File: config.mk
export PLATFORM = sky130hd
export DESIGN_NAME = thermal_adc_monitor
export DESIGN_NICKNAME = d
export VERILOG_FILES = /design/src/rtl/thermal_mon_pkg.sv /design/src/rtl/tam_sequencer.sv /design/src/rtl/tam_sample_bank.sv /design/src/rtl/tam_hyst_flag.sv /design/src/rtl/thermal_adc_monitor.sv
export SDC_FILE = /design/constraint.sdc
export NUM_CORES = 1
export LEC_CHECK = 0
export BUFFER_PORTS_ARGS = -buffer_cell sky130_fd_sc_hd__clkbuf_2
export CORE_MARGIN = 2
export CORE_UTILIZATION = 49
export DETAILED_ROUTE_END_ITERATION = 8
export GPL_TIMING_DRIVEN = 0
export HOLD_SLACK_MARGIN = 0.02
export PLACE_DENSITY = 0.72
export SLEW_MARGIN = 40
export SYNTH_ARGS = -nofsm -noshare
export SYNTH_HDL_FRONTEND = slang
export SYNTH_SLANG_ARGS = --single-unit
File: constraint.sdc
create_clock -name clk -period 2.08 [get_ports clk]
set_input_delay 0.104 -clock clk [delete_from_list [all_inputs] [get_ports clk]]
set_output_delay 0.104 -clock clk [all_outputs]
set_load 0.02 [all_outputs]
File: src/rtl/thermal_mon_pkg.sv
package thermal_mon_pkg;

  // Millivolts to the nearest converter code for a given full scale.
  function automatic int mv_to_code(input int mv, input int full_mv, input int bits);
    return (mv * (1 << bits) + full_mv / 2) / full_mv;
  endfunction

  // Release code: the trip code plus the spacing between the two levels.
  function automatic int release_code(input int trip_mv, input int band_mv,
                                      input int full_mv, input int bits);
    int t;
    t = mv_to_code(trip_mv, full_mv, bits);
    return t + (t - mv_to_code(band_mv, full_mv, bits));
  endfunction

  function automatic int wrap_next(input int idx, input int n);
    return (idx + 1 >= n) ? 0 : idx + 1;
  endfunction

endpackage

File: src/rtl/tam_sequencer.sv
module tam_sequencer
  import thermal_mon_pkg::*;
#(
  parameter int NUM_CH = 3,
  parameter int CH_W   = 2
) (
  input  logic            clk,
  input  logic            rst_n,
  input  logic            conv_done,
  output logic            conv_start,
  output logic [CH_W-1:0] conv_chan,
  output logic            busy,
  output logic            cap_en
);

  always_ff @(posedge clk or negedge rst_n) begin
    if (!rst_n) begin
      busy      <= 1'b0;
      conv_chan <= '0;
    end else if (!busy) begin
      busy <= 1'b1;
    end else if (conv_done) begin
      busy      <= 1'b0;
      conv_chan <= CH_W'(wrap_next(int'(conv_chan), NUM_CH));
    end
  end

  assign conv_start = !busy;
  assign cap_en     = busy && conv_done;

endmodule

File: src/rtl/tam_sample_bank.sv
module tam_sample_bank #(
  parameter int NUM_CH = 3,
  parameter int CH_W   = 2,
  parameter int DATA_W = 8
) (
  input  logic              clk,
  input  logic              rst_n,
  input  logic              wr_en,
  input  logic [CH_W-1:0]   wr_idx,
  input  logic [DATA_W-1:0] wr_data,
  input  logic [CH_W-1:0]   rd_sel,
  output logic [DATA_W-1:0] rd_data
);

  logic [DATA_W-1:0] smp [NUM_CH];

  for (genvar g = 0; g < NUM_CH; g++) begin : g_slot
    always_ff @(posedge clk or negedge rst_n) begin
      if (!rst_n)
        smp[g] <= '0;
      else if (wr_en && wr_idx == CH_W'(g))
        smp[g] <= wr_data;
    end
  end

  always_comb begin
    rd_data = '0;
    for (int i = 0; i < NUM_CH; i++)
      if (rd_sel == CH_W'(i)) rd_data = smp[i];
  end

endmodule

File: src/rtl/tam_hyst_flag.sv
module tam_hyst_flag #(
  parameter int DATA_W    = 8,
  parameter int TRIP_CODE = 65,
  parameter int FREE_CODE = 67
) (
  input  logic              clk,
  input  logic              rst_n,
  input  logic              smp_vld,
  input  logic [DATA_W-1:0] smp,
  output logic              flag_n
);

  localparam logic [DATA_W-1:0] TRIP_C = DATA_W'(TRIP_CODE);
  localparam logic [DATA_W-1:0] FREE_C = DATA_W'(FREE_CODE);

  logic trip, free;
  assign trip = smp <= TRIP_C;
  assign free = smp > FREE_C;

  always_ff @(posedge clk or negedge rst_n) begin
    if (!rst_n)
      flag_n <= 1'b1;
    else if (smp_vld) begin
      if (trip)      flag_n <= 1'b0;
      else if (free) flag_n <= 1'b1;
    end
  end

endmodule

File: src/rtl/thermal_adc_monitor.sv
module thermal_adc_monitor
  import thermal_mon_pkg::*;
#(
  parameter int NUM_CH        = 3,
  parameter int DATA_W        = 8,
  parameter int FULL_MV       = 2000,
  parameter int TEMP_CH       = 0,
  parameter int WARN_TRIP_MV  = 508,
  parameter int WARN_BAND_MV  = 490,
  parameter int HOT_TRIP_MV   = 488,
  parameter int HOT_BAND_MV   = 470
) (
  input  logic              clk,
  input  logic              rst_n,
  output logic              adc_start,
  output logic [1:0]        adc_chan,
  input  logic              adc_done,
  input  logic [DATA_W-1:0] adc_data,
  input  logic [1:0]        rd_sel,
  output logic [DATA_W-1:0] rd_data,
  output logic              alert_n,
  output logic              hot_n
);

  localparam int CH_W      = 2;
  localparam int WARN_TRIP = mv_to_code(WARN_TRIP_MV, FULL_MV, DATA_W);
  localparam int WARN_FREE = release_code(WARN_TRIP_MV, WARN_BAND_MV, FULL_MV, DATA_W);
  localparam int HOT_TRIP  = mv_to_code(HOT_TRIP_MV, FULL_MV, DATA_W);
  localparam int HOT_FREE  = release_code(HOT_TRIP_MV, HOT_BAND_MV, FULL_MV, DATA_W);

  logic busy, cap_en, temp_vld;

  tam_sequencer #(.NUM_CH(NUM_CH), .CH_W(CH_W)) u_seq (
    .clk(clk), .rst_n(rst_n), .conv_done(adc_done),
    .conv_start(adc_start), .conv_chan(adc_chan),
    .busy(busy), .cap_en(cap_en)
  );

  tam_sample_bank #(.NUM_CH(NUM_CH), .CH_W(CH_W), .DATA_W(DATA_W)) u_bank (
    .clk(clk), .rst_n(rst_n), .wr_en(cap_en), .wr_idx(adc_chan),
    .wr_data(adc_data), .rd_sel(rd_sel), .rd_data(rd_data)
  );

  assign temp_vld = cap_en && (adc_chan == CH_W'(TEMP_CH));

  tam_hyst_flag #(.DATA_W(DATA_W), .TRIP_CODE(WARN_TRIP), .FREE_CODE(WARN_FREE)) u_warn (
    .clk(clk), .rst_n(rst_n), .smp_vld(temp_vld), .smp(adc_data), .flag_n(alert_n)
  );

  tam_hyst_flag #(.DATA_W(DATA_W), .TRIP_CODE(HOT_TRIP), .FREE_CODE(HOT_FREE)) u_hot (
    .clk(clk), .rst_n(rst_n), .smp_vld(temp_vld), .smp(adc_data), .flag_n(hot_n)
  );

endmodule

## After elaboration in Yosys (flattened, before gate mapping)

Cells that the tools add are included.

- Word-level logic and storage cells: 39
- Bits in registers: 29
- Output and inout port bits: 13

- Magnitude comparators: 5
- Add/subtract/negate cells: 1
- Muxes and demuxes: 10
- Equality and inequality tests: 4
- Reduce and logical (&&, ||, !) cells: 12

Operators with widths:

| operator | number |
|---|---|
| 2-to-1 mux 8 bit | 3 |
| > comparator 8 x 7 -> 1 bit, second input constant | 2 |
| <= comparator 8 x 6 -> 1 bit, second input constant | 1 |
| <= comparator 8 x 7 -> 1 bit, second input constant | 1 |
| 2-to-1 mux 1 bit | 6 |
| AND reduction 2 bit | 3 |
| equality test 2 x 1 -> 1 bit, second input constant | 2 |
| equality test 2 bit, second input constant | 2 |
| logical AND 1 bit | 4 |
| zero test 2 bit | 2 |
| nonzero test 2 bit | 2 |
| adder 2 x 1 -> 3 bit, second input constant | 1 |
| greater-or-equal comparator 3 x 2 -> 1 bit, second input constant | 1 |
| 2-to-1 mux 2 bit | 1 |
| zero test 1 bit | 1 |

## Logic depth before layout (Yosys ltp)

- Depth in word-level cells: 4
- Depth in mapped cells: 5
- Depth with buffers taken out: 3

## By module

From an unflattened synthesis, not the netlist that was laid out.

- Cells, all modules: 98
- Area total of the unflattened synthesis: 1,358.8 um^2

By module, submodules not included:

| module | area each (um^2) | cells an instance | seq. area each (um^2) | times used |
|---|---|---|---|---|
| tam_sample_bank | 1,083.5 | 71 | 600.6 | 1 |
| tam_sequencer | 122.6 | 10 | 75.1 | 1 |
| tam_hyst_flag (u_hot) | 75.1 | 10 | 26.3 | 1 |
| tam_hyst_flag (u_warn) | 65.1 | 6 | 26.3 | 1 |
| thermal_adc_monitor | 12.5 | 1 | 0.0 | 1 |

## Worst setup path before layout

OpenSTA, ideal clock, no wires.

- Kind: register -> register
- Start: register u_seq.conv_chan[0]
- End: register u_bank.smp[16] (netlist name)
- Arrival time: 1.317 ns
- Setup slack: 0.638 ns
- Period minus slack after synthesis: 1.442 ns
- Path buffers: 1
- Required time: 1.955 ns
- Stages on the path, launching flop included: 4
- Path through: dfrtp_1 > and4bb_4 > buf_6 > mux2_2

- Cells in the longest elaborated chain, start to end: 2

RTL lines:

| element | line | RTL |
|---|---|---|
| start: declaration | tam_sequencer.sv:11 | `output logic [CH_W-1:0] conv_chan,` |
| start signal: assignment | tam_sequencer.sv:24 | `conv_chan <= CH_W'(wrap_next(int'(conv_chan), NUM_CH));` |
| zero test 2 bit | tam_sample_bank.sv:21 | `else if (wr_en && wr_idx == CH_W'(g))` |
| logical AND 1 bit | tam_sample_bank.sv:21 |  |
| end signal: indexed assignment | tam_sample_bank.sv:22 | `smp[g] <= wr_data;` |
| end: declaration | tam_sample_bank.sv:15 | `logic [DATA_W-1:0] smp [NUM_CH];` |

No other way between the ends.
A chain may end at the register's enable or synchronous reset.

## Worst setup path after layout

- Start: register u_seq.conv_chan[0]
- End: register u_bank.smp[21] (netlist name)

The elaborated chain is that of the path after synthesis.

==> results by group <==
Floorplan
  • Die Y-Extent: 56 um
  • Die W: 56 um
  • Starting Density: 52.5%
  • Die footprint: 3140 um2
  • Io pins: 26
  • Rows: 18
  • Core Box Area: 2520 um2

Worst hold path
  • Startpoint of the worst hold path: adc_data[0]
  • Min-Delay Path Class: in -> reg

STA
  • Slew Limit Fails: 0
  • Final hold viol count: 0
  • Unrepaired setup endpoints after global routing: false
  • Finish-stage setup viols: 0
  • Skew final: 9.00 ps
  • Tcrit/Tclk final: 69.9%
  • Fmax: 687 MHz
  • Worst-Margin Slew: 422 ps
  • Max transition margin: 71.6%
  • Setup tns final: 0 ps
  • Minimum clock period: 1450 ps

Clock network
  • H-Tree Depth: 2
  • Worst-skew pair later-pin latency: 320 ps
  • CTS Root Cell: clkbuf_4
  • Post-cts resize count: 0
  • Total clock sinks: 29
  • CTS buffer count: 5
  • CTS max path bufs: 2
  • CTS tree: done
  • Worst-path clk slew: 80 ps

Synthesis
  • Syn Area/Cell: 13.0 um2
  • Cell variety after synth: 26
  • Syn_nets: 115
  • Seq/Total Area, Yosys: 55.0%
  • YS warnings: 0
  • Cells after Synth: 102
  • Synth Register Bits: 29
  • Mapped Area: 1330 um2

Placement
  • Placer Congestion: 0.707
  • Port Buffers: 24
  • Post-detail-place hpwl: 1840 um

GRT
  • GRT Total Usage: 19.1%
  • Vias in the first global route: 942
  • Initial antenna violation count: 0
  • Largest net degree at the start of global routing: 30
  • Grt ovf: 0
  • First-pass GRT wire length: 4510 um

Cells and area
  • Antenna Cells: 0
  • Share of cells above drive strength 1: 47.1%
  • Fillers: 210
  • Final Core Density: 62.6%
  • Area Growth Syn to Fin: 19.2%
  • Nets: 148

Status
  • Status: finished clean

Critical path
  • CP required: 2280 ps
  • Worst r2r src: u_seq.conv_chan[0]$_DFFE_PN0P_
  • CP max stage delay: 450 ps
  • First element of the critical path: u_seq.conv_chan[0]$_DFFE_PN0P_
  • Kind of critical path: reg -> reg
  • Critical Path, Cell by Cell: and4bb_4, buf_6, mux2_2
  • Crit path DAT: 1660 ps
  • Crit end category: register
  • CP Max Fanout: 10
  • Slowest-stage cell, CP: dfrtp_1
  • Startpoint types: register

Drt
  • Wire per inst: 16.1 um
  • Final wirelength: 2680 um
  • Routed Antenna Nets: 0
  • DR pass1 iterations: 6
  • Initial DRC Count: 17
  • Avg Vias per Cell: 5.51
  • Via count: 915
  • Residual DRC: 0

Power and ir drop
  • VDD IR-drop max: 0.000813 V
  • Design Power: 2.11 mW
  • Leakage: 0.741 nW
  • Pwr/cell area: 1340 nW/um2

Run
  • Max cap viols: 0
power by group:
group	leakage (nW)	switching [mW]	internal, mW
registers	0.343	0.167	0.848
logic	0.365	0.348	0.395
clock network	0.0326	0.185	0.167
total	0.741	0.700	1.41
worst paths after layout:
kind | to | slack, ps | cells past startpoint
max | u_bank.smp[21]$_DFFE_PN0P_ | 630 | 3
min | u_hot.flag_n$_DFFE_PN1P_ | 60 | 3
max reg2reg | u_bank.smp[21]$_DFFE_PN0P_ | 630 | 3
min reg2reg | u_bank.smp[20]$_DFFE_PN0P_ | 510 | 1
max in group asynchronous | u_hot.flag_n$_DFFE_PN1P_ | 1410 | 3
min in group asynchronous | u_bank.smp[5]$_DFFE_PN0P_ | 200 | 2
kinds of logic after synthesis:
group | count (synthesis) | synth area share, %
multiplexers | 32 | 26.4
AO/OA/AOI/OAI | 13 | 6.23
buffers and inverters | 4 | 1.79
flip-flops | 29 | 55.0
AND/OR/NAND/NOR | 24 | 10.6
cell usage in the layout, fill, tap and decap left out, types with 2 or more instances in the layout:
master | synthesis | layout
dfrtp_1 | 27 | 27
o21ai_0 | 8 | 8
mux2i_1 | 8 | 8
clkbuf_4 | 0 | 5
nor4_1 | 2 | 2
mux2_2 | 24 | 24
dfstp_2 | 2 | 2
nand2_1 | 12 | 12
clkbuf_1 | 1 | 3
clkbuf_2 | 0 | 24
state kept, by name (all words and copies together), names as in the netlist:
name	cells
u_bank.smp	24
u_seq.conv_chan	2
u_hot.flag_n	1
u_seq.busy	1
u_warn.flag_n	1
routing by layer:
metal	GRT usage (%)	wire length, um	vias up
met4	6.12	39	0
met5	0	0	-
met3	6.28	116	4
met1	25.3	1220	451
li1	-	-	438
met2	29.6	1300	22
area by class of cell:
cell class	instances	area, um2	share of cell area [%]
Buffer	3	20.0	1.27
Clock buffer	8	58.8	3.72
Inverter	1	3.75	0.238
Multi-Input combinational cell	69	573	36.3
Sequential cell	29	728	46.1
Tap cell	30	37.5	2.38
Timing Repair Buffer	26	158	9.98
critical path: cells and delay by family, from the launching register on:
kind          cells  cell delay, ps
simple gates      1             380
mux               1             350
buf+inv           1             160
flops             1             450
stage by stage:
step,instances,cell area [um2],setup WS (ps),hold WS [ps]
finish,166,1580,625,57.6
global route,166,1580,573,73.2
CTS,165,1550,629,46.7
detailed placement,156,1480,638,183
global placement,156,1480,654,176
floorplan,102,1330,638,-192
Yosys cell counts:
master | count | area [um2]
nand4b_2 | 1 | 15.0
nand2_2 | 1 | 6.26
a22o_1 | 1 | 8.76
and4bb_4 | 1 | 16.3
nor2_1 | 1 | 3.75
and3b_1 | 1 | 8.76
dfstp_2 | 2 | 52.6
dfrtp_1 | 27 | 676
clkbuf_1 | 1 | 3.75
buf_6 | 1 | 11.3
o41ai_1 | 1 | 8.76
o21ai_0 | 8 | 40.0
a21o_2 | 1 | 8.76
buf_2 | 1 | 5.00
nor4_1 | 2 | 12.5
nor2b_1 | 1 | 6.26
inv_1 | 1 | 3.75
mux2i_1 | 8 | 80.1
nand2_1 | 12 | 45.0
o22ai_1 | 1 | 6.26
a221o_1 | 1 | 10.0
and2b_4 | 1 | 10.0
nand3_1 | 1 | 5.00
nand4_1 | 1 | 6.26
nor3_1 | 1 | 5.00
mux2_2 | 24 | 270
timing repair:
item	CTS	global route
hold buffers	1	0
hold endpoints to repair	27	0
buffers inserted	0	0
Power figures use the tool's default switching activity.
